<file path="src/rtl/linephase_pkg.sv">
package linephase_pkg;

   typedef enum logic [1:0] {
      LPM_IDLE    = 2'd0,
      LPM_CAPTURE = 2'd1,
      LPM_FROZEN  = 2'd2
   } lpm_state_e;

endpackage

</file>
<file path="src/rtl/lpm_ctrl.sv">
module lpm_ctrl
   import linephase_pkg::*;
(
   input  logic clk_i,
   input  logic rst_ni,
   input  logic startup_i,
   input  logic force_rst_i,
   output logic cap_en_o,
   output logic done_o
);

   lpm_state_e state_q, state_d;

   always_comb begin
      state_d = state_q;
      unique case (state_q)
         LPM_IDLE:    if (startup_i)  state_d = LPM_CAPTURE;
         LPM_CAPTURE: if (!startup_i) state_d = LPM_FROZEN;
         LPM_FROZEN:  state_d = LPM_FROZEN;
         default:     state_d = LPM_IDLE;
      endcase
      if (force_rst_i) state_d = LPM_IDLE;
   end

   always_ff @(posedge clk_i) begin
      if (!rst_ni) state_q <= LPM_IDLE;
      else         state_q <= state_d;
   end

   assign cap_en_o = startup_i && (state_q != LPM_FROZEN) && !force_rst_i;
   assign done_o   = (state_q == LPM_FROZEN);

endmodule

</file>
<file path="src/rtl/lpm_phase_ctr.sv">
module lpm_phase_ctr #(
   parameter int PHASES = 8,
   localparam int PW = (PHASES > 1) ? $clog2(PHASES) : 1
) (
   input  logic          clk_i,
   input  logic          rst_ni,
   input  logic          clr_i,
   input  logic          step_i,
   output logic [PW-1:0] phase_o
);

   logic [PW-1:0] phase_q, phase_nx;

   generate
      if ((1 << PW) == PHASES) begin : g_wrap_free
         assign phase_nx = phase_q + 1'b1;
      end else begin : g_wrap_cmp
         assign phase_nx = (phase_q == PW'(PHASES - 1)) ? '0 : phase_q + 1'b1;
      end
   endgenerate

   always_ff @(posedge clk_i) begin
      if (!rst_ni || clr_i) phase_q <= '0;
      else if (step_i)      phase_q <= phase_nx;
   end

   assign phase_o = phase_q;

endmodule

</file>
<file path="src/rtl/lpm_edge_det.sv">
module lpm_edge_det (
   input  logic clk_i,
   input  logic rst_ni,
   input  logic clr_i,
   input  logic step_i,
   input  logic line_i,
   output logic edge_o
);

   logic prev_q;
   logic primed_q;

   always_ff @(posedge clk_i) begin
      if (!rst_ni || clr_i) begin
         prev_q   <= 1'b0;
         primed_q <= 1'b0;
      end else if (step_i) begin
         prev_q   <= line_i;
         primed_q <= 1'b1;
      end
   end

   assign edge_o = step_i && primed_q && (line_i != prev_q);

endmodule

</file>
<file path="src/rtl/lpm_hist_reg.sv">
module lpm_hist_reg #(
   parameter int PHASES = 8,
   localparam int PW = (PHASES > 1) ? $clog2(PHASES) : 1
) (
   input  logic              clk_i,
   input  logic              rst_ni,
   input  logic              clr_i,
   input  logic              edge_i,
   input  logic [PW-1:0]     phase_i,
   output logic [PHASES-1:0] pattern_o
);

   generate
      for (genvar i = 0; i < PHASES; i++) begin : g_cell
         logic hit_q;
         always_ff @(posedge clk_i) begin
            if (!rst_ni || clr_i)                  hit_q <= 1'b0;
            else if (edge_i && phase_i == PW'(i)) hit_q <= 1'b1;
         end
         assign pattern_o[i] = hit_q;
      end
   endgenerate

endmodule

</file>
<file path="src/rtl/linephase_mon.sv">
module linephase_mon #(
   parameter int PHASES = 8,
   localparam int PW = (PHASES > 1) ? $clog2(PHASES) : 1
) (
   input  logic              clk_i,
   input  logic              rst_ni,
   input  logic              smp_en_i,
   input  logic              line_i,
   input  logic              startup_i,
   input  logic              force_rst_i,
   output logic [PHASES-1:0] pattern_o,
   output logic              done_o,
   output logic              fault_o
);

   generate
      if (PHASES < 2) begin : g_bad_phases
         $error("linephase_mon: PHASES must be at least 2");
      end
   endgenerate

   logic          cap_en;
   logic          step;
   logic          edge_hit;
   logic [PW-1:0] phase;

   lpm_ctrl u_ctrl (
      .clk_i       (clk_i),
      .rst_ni      (rst_ni),
      .startup_i   (startup_i),
      .force_rst_i (force_rst_i),
      .cap_en_o    (cap_en),
      .done_o      (done_o)
   );

   assign step = smp_en_i && cap_en;

   lpm_phase_ctr #(.PHASES(PHASES)) u_phase (
      .clk_i   (clk_i),
      .rst_ni  (rst_ni),
      .clr_i   (force_rst_i),
      .step_i  (step),
      .phase_o (phase)
   );

   lpm_edge_det u_edge (
      .clk_i  (clk_i),
      .rst_ni (rst_ni),
      .clr_i  (force_rst_i),
      .step_i (step),
      .line_i (line_i),
      .edge_o (edge_hit)
   );

   lpm_hist_reg #(.PHASES(PHASES)) u_hist (
      .clk_i     (clk_i),
      .rst_ni    (rst_ni),
      .clr_i     (force_rst_i),
      .edge_i    (edge_hit),
      .phase_i   (phase),
      .pattern_o (pattern_o)
   );

   assign fault_o = &pattern_o;

endmodule

</file>
<file path="config.mk">
export PLATFORM = sky130hd
export DESIGN_NAME = linephase_mon
export DESIGN_NICKNAME = d
export VERILOG_FILES = /design/src/rtl/linephase_pkg.sv /design/src/rtl/lpm_ctrl.sv /design/src/rtl/lpm_phase_ctr.sv /design/src/rtl/lpm_edge_det.sv /design/src/rtl/lpm_hist_reg.sv /design/src/rtl/linephase_mon.sv
export SDC_FILE = /design/constraint.sdc
export NUM_CORES = 1
export LEC_CHECK = 0
export BUFFER_PORTS_ARGS = -buffer_cell sky130_fd_sc_hd__buf_2
export CAP_MARGIN = 20
export CORE_MARGIN = 2
export CORE_UTILIZATION = 47
export CTS_CLUSTER_DIAMETER = 40
export DETAILED_ROUTE_END_ITERATION = 10
export PLACE_DENSITY = 0.72
export RECOVER_POWER = 50
export SYNTH_ARGS = -nofsm -noshare
export SYNTH_HDL_FRONTEND = slang
export SYNTH_SLANG_ARGS = --single-unit
</file>
<file path="constraint.sdc">
create_clock -name clk_i -period 1.35 [get_ports clk_i]
set_input_delay 0.135 -clock clk_i [delete_from_list [all_inputs] [get_ports clk_i]]
set_output_delay 0.135 -clock clk_i [all_outputs]
set_load 0.02 [all_outputs]
</file>
==> flow_metrics.py <==
metrics = {
    "clock_tree": {
        "cts_tree": "done",
        "cts_hold_buf": 0,
        "clk_pin_slew_ns": 0.08,
        "root_buffer": "clkbuf_4",
        "cts_max_level": 1,
        "clk_latency_ns": 0.28,
        "clock-sinks": 15,
        "cts-buffers-inserted": 3,
        "clk_path_buf_depth": 2,
    },
    "floorplanning": {
        "ios": 16,
        "core_mm2": 0.00156,
        "die_area_mm2": 0.00207,
        "start_util_pct": 51.9,
        "die_w_um": 45.5,
        "die_h_um": 45.5,
        "rows": 14,
    },
    "grt": {
        "grt_pass1_wl_um": 2200,
        "grt-ovfl-total": 0,
        "grt_max_degree": 13,
        "gr-usage-all-layers_pct": 15.2,
        "grt_pass1_vias": 524,
        "antenna_found_initial": 0,
    },
    "synthesis": {
        "ys_top_cells_by_area": "dfxtp_1 (37%), ha_1 (15%), buf_4 (7.4%)",
        "syn-mean-instance-area_um2": 9.41,
        "ys_warn_count": 0,
        "ys_ff_latch": 15,
        "syn_nets": 102,
        "yosysSeqAreaShare_pct": 37.1,
        "synthesis.area_um2": 810,
        "netlist.area_leader.share_pct": 37.1,
        "post-synth-top-area-cell": "dfxtp_1",
        "netlist_instances": 86,
        "ys_types": 21,
    },
    "timing": {
        "skew_ns": 0.00546,
        "period_share_pct": 97.4,
        "max_slew_margin_pct": 75.0,
        "worst_pin_slew_ns": 0.376,
        "finalCriticalPeriod_ns": 1.31,
        "rsz0062_at_grt": "true",
        "setup_viol": 0,
        "final_hold_viol_count": 0,
        "maxClockFrequency_mhz": 760,
        "fin_ws_ns": 0.0350,
        "maxSlewViolCount": 0,
    },
    "critical_path": {
        "worstPathRequired_ns": 1.51,
        "cp_num_buf_inv": 1,
        "start_kind": "register",
        "worstSetupPathType": "register to register",
        "r2r_start": "u_ctrl.state_q[0]$_SDFFE_PP0P_",
        "worstRegToRegCells": 5,
        "crit_chain": "inv_4 -> ha_4 -> and4bb_4 -> mux2i_1 -> nor2_1",
        "cp_max_fo": 7,
        "worst_path_max_delay_cell": "dfxtp_2",
        "startpoint": "u_ctrl.state_q[0]$_SDFFE_PP0P_",
        "critPathCaptureType": "register",
        "crit_cells": 5,
        "cp_slowest_stage_delay_ns": 0.37,
        "cp.arrival_ns": 1.48,
        "cp_top_family": "simple AND/OR/NAND/NOR gates",
    },
    "routing": {
        "avgRoutedWirePerCell_um": 12.6,
        "drtPass1Iterations": 2,
        "vias": 609,
        "drc": 0,
        "first_iter_violations": 4,
        "avgViaCountPerCell": 5.34,
        "totalWireLength_um": 1440,
        "ant_nets": 0,
    },
    "placement": {
        "place_congestion": 0.752,
        "hpwl_um": 986,
        "post-place-ws_ns": -0.0121,
        "portBuffers": 15,
    },
    "layout": {
        "diodes": 0,
        "syn2layout_area_growth_pct": 10.2,
        "nets": 115,
        "mostFrequentLayoutCells": "dfxtp_1 (13), nor2_1 (10), ha_1 (9), clkbuf_1 (9), nand4_1 (8)",
        "drive_gt1_share_pct": 22.4,
        "nFillCells": 158,
        "layout_commonest_cell": "dfxtp_1",
        "utilization_pct": 57.2,
    },
    "worst_hold_path": {
        "holdPathStages": 3,
        "hold_path_class": "primary input to register",
        "min_from": "line_i",
    },
    "outcome": {
        "outcome": "completed",
    },
    "job": {
        "maxCapViolations": 0,
    },
    "power": {
        "p_leak_nw": 0.339,
        "power_mw": 0.789,
        "cellPowerDensity_mw_per_mm2": 884,
        "max-vdd-ir-drop_uv": 702,
    },
}
## layer usage
metal	GRT usage, %	wire, um	vias to the layer above
met1	18.1	638	278
li1	-	-	315
met5	0	0	-
met3	5.95	79	3
met2	24.8	711	13
met4	5.29	6	0
## report_power, final
part / internal (mW) / total [mW] / switching [mW] / leakage, nW
logic: 0.0396 / 0.0847 / 0.0451 / 0.202
clock network: 0.115 / 0.250 / 0.135 / 0.0150
registers: 0.448 / 0.454 / 0.00644 / 0.122
## final cells by class
| cell class | instances | area (um2) | area share [%] |
|---|---|---|---|
| clock buffers | 4 | 26.3 | 2.95 |
| inverters | 5 | 21.3 | 2.38 |
| multi-input cells | 56 | 434 | 48.7 |
| flip-flops and latches | 15 | 303 | 33.9 |
| well taps | 16 | 20.0 | 2.24 |
| repair buffers | 18 | 87.6 | 9.82 |
## timing repair
| action | 4_1_cts | 5_1_grt |
|---|---|---|
| gates cloned | 1 | 0 |
| setup buffers | 0 | 2 |
| gates resized for setup | 0 | 4 |
| pin swaps | 1 | 1 |
| endpoints found under the hold margin | 0 | 0 |
| setup endpoints to repair | 2 | 6 |
## path summary, 6_finish.rpt
check | endpoint | slack (ns)
max | u_edge.prev_q$_SDFFE_PP0P_ | 0.04
min | u_edge.prev_q$_SDFFE_PP0P_ | 0.12
max reg2reg | u_edge.prev_q$_SDFFE_PP0P_ | 0.04
min reg2reg | u_hist.g_cell[2].hit_q$_SDFFE_PP0P_ | 0.47
## state kept, by name, indices dropped and copies added, names as in the netlist
register / flops
u_hist.g_cell.hit_q: 8
u_ctrl.state_q: 2
u_edge.prev_q: 1
u_phase.phase_o: 3
u_edge.primed_q: 1
## through the flow
stage	hold slack (ns)	std cells	setup TNS (ns)	cell area [um2]
2_1_floorplan	0.282	86	-0.00775	823
3_3_place_gp	0.394	107	0	837
3_5_place_dp	0.414	107	-0.0223	837
4_1_cts	0.122	112	0	876
5_1_grt	0.122	114	-0.0529	892
6_report	0.122	114	0	892
## cells by family (layout without fill, tap and decap cells)
group / Yosys count / in the layout / synth area share [%]
AND/OR/NAND/NOR: 29 / 30 / 18.4
multiplexers: 5 / 5 / 6.18
flip-flops: 15 / 15 / 37.1
AO/OA/AOI/OAI: 9 / 9 / 7.42
buffers and inverters: 16 / 27 / 13.3
XOR/XNOR: 2 / 2 / 2.16
adder cells (fa/ha/maj): 10 / 10 / 15.5
## synthesized netlist by cell type
library cell  number
o21ai_1            4
a211oi_2           1
xor2_1             1
nand4_1            8
nor2_1            10
nor2_2             1
o21ai_0            2
and4bb_4           1
clkbuf_1           1
buf_2              1
a41oi_1            2
buf_12             1
buf_4              8
mux2i_1            5
nand2_1            7
nor2b_1            1
inv_1              5
ha_1              10
xnor2_1            1
dfxtp_1           15
nand2b_1           1
## tightest hold or removal path, cell delays in order
cell     delay (ns)
buf_2          0.09
mux2i_1        0.06
nor2_1         0.07
Power figures use the tool's default switching activity.
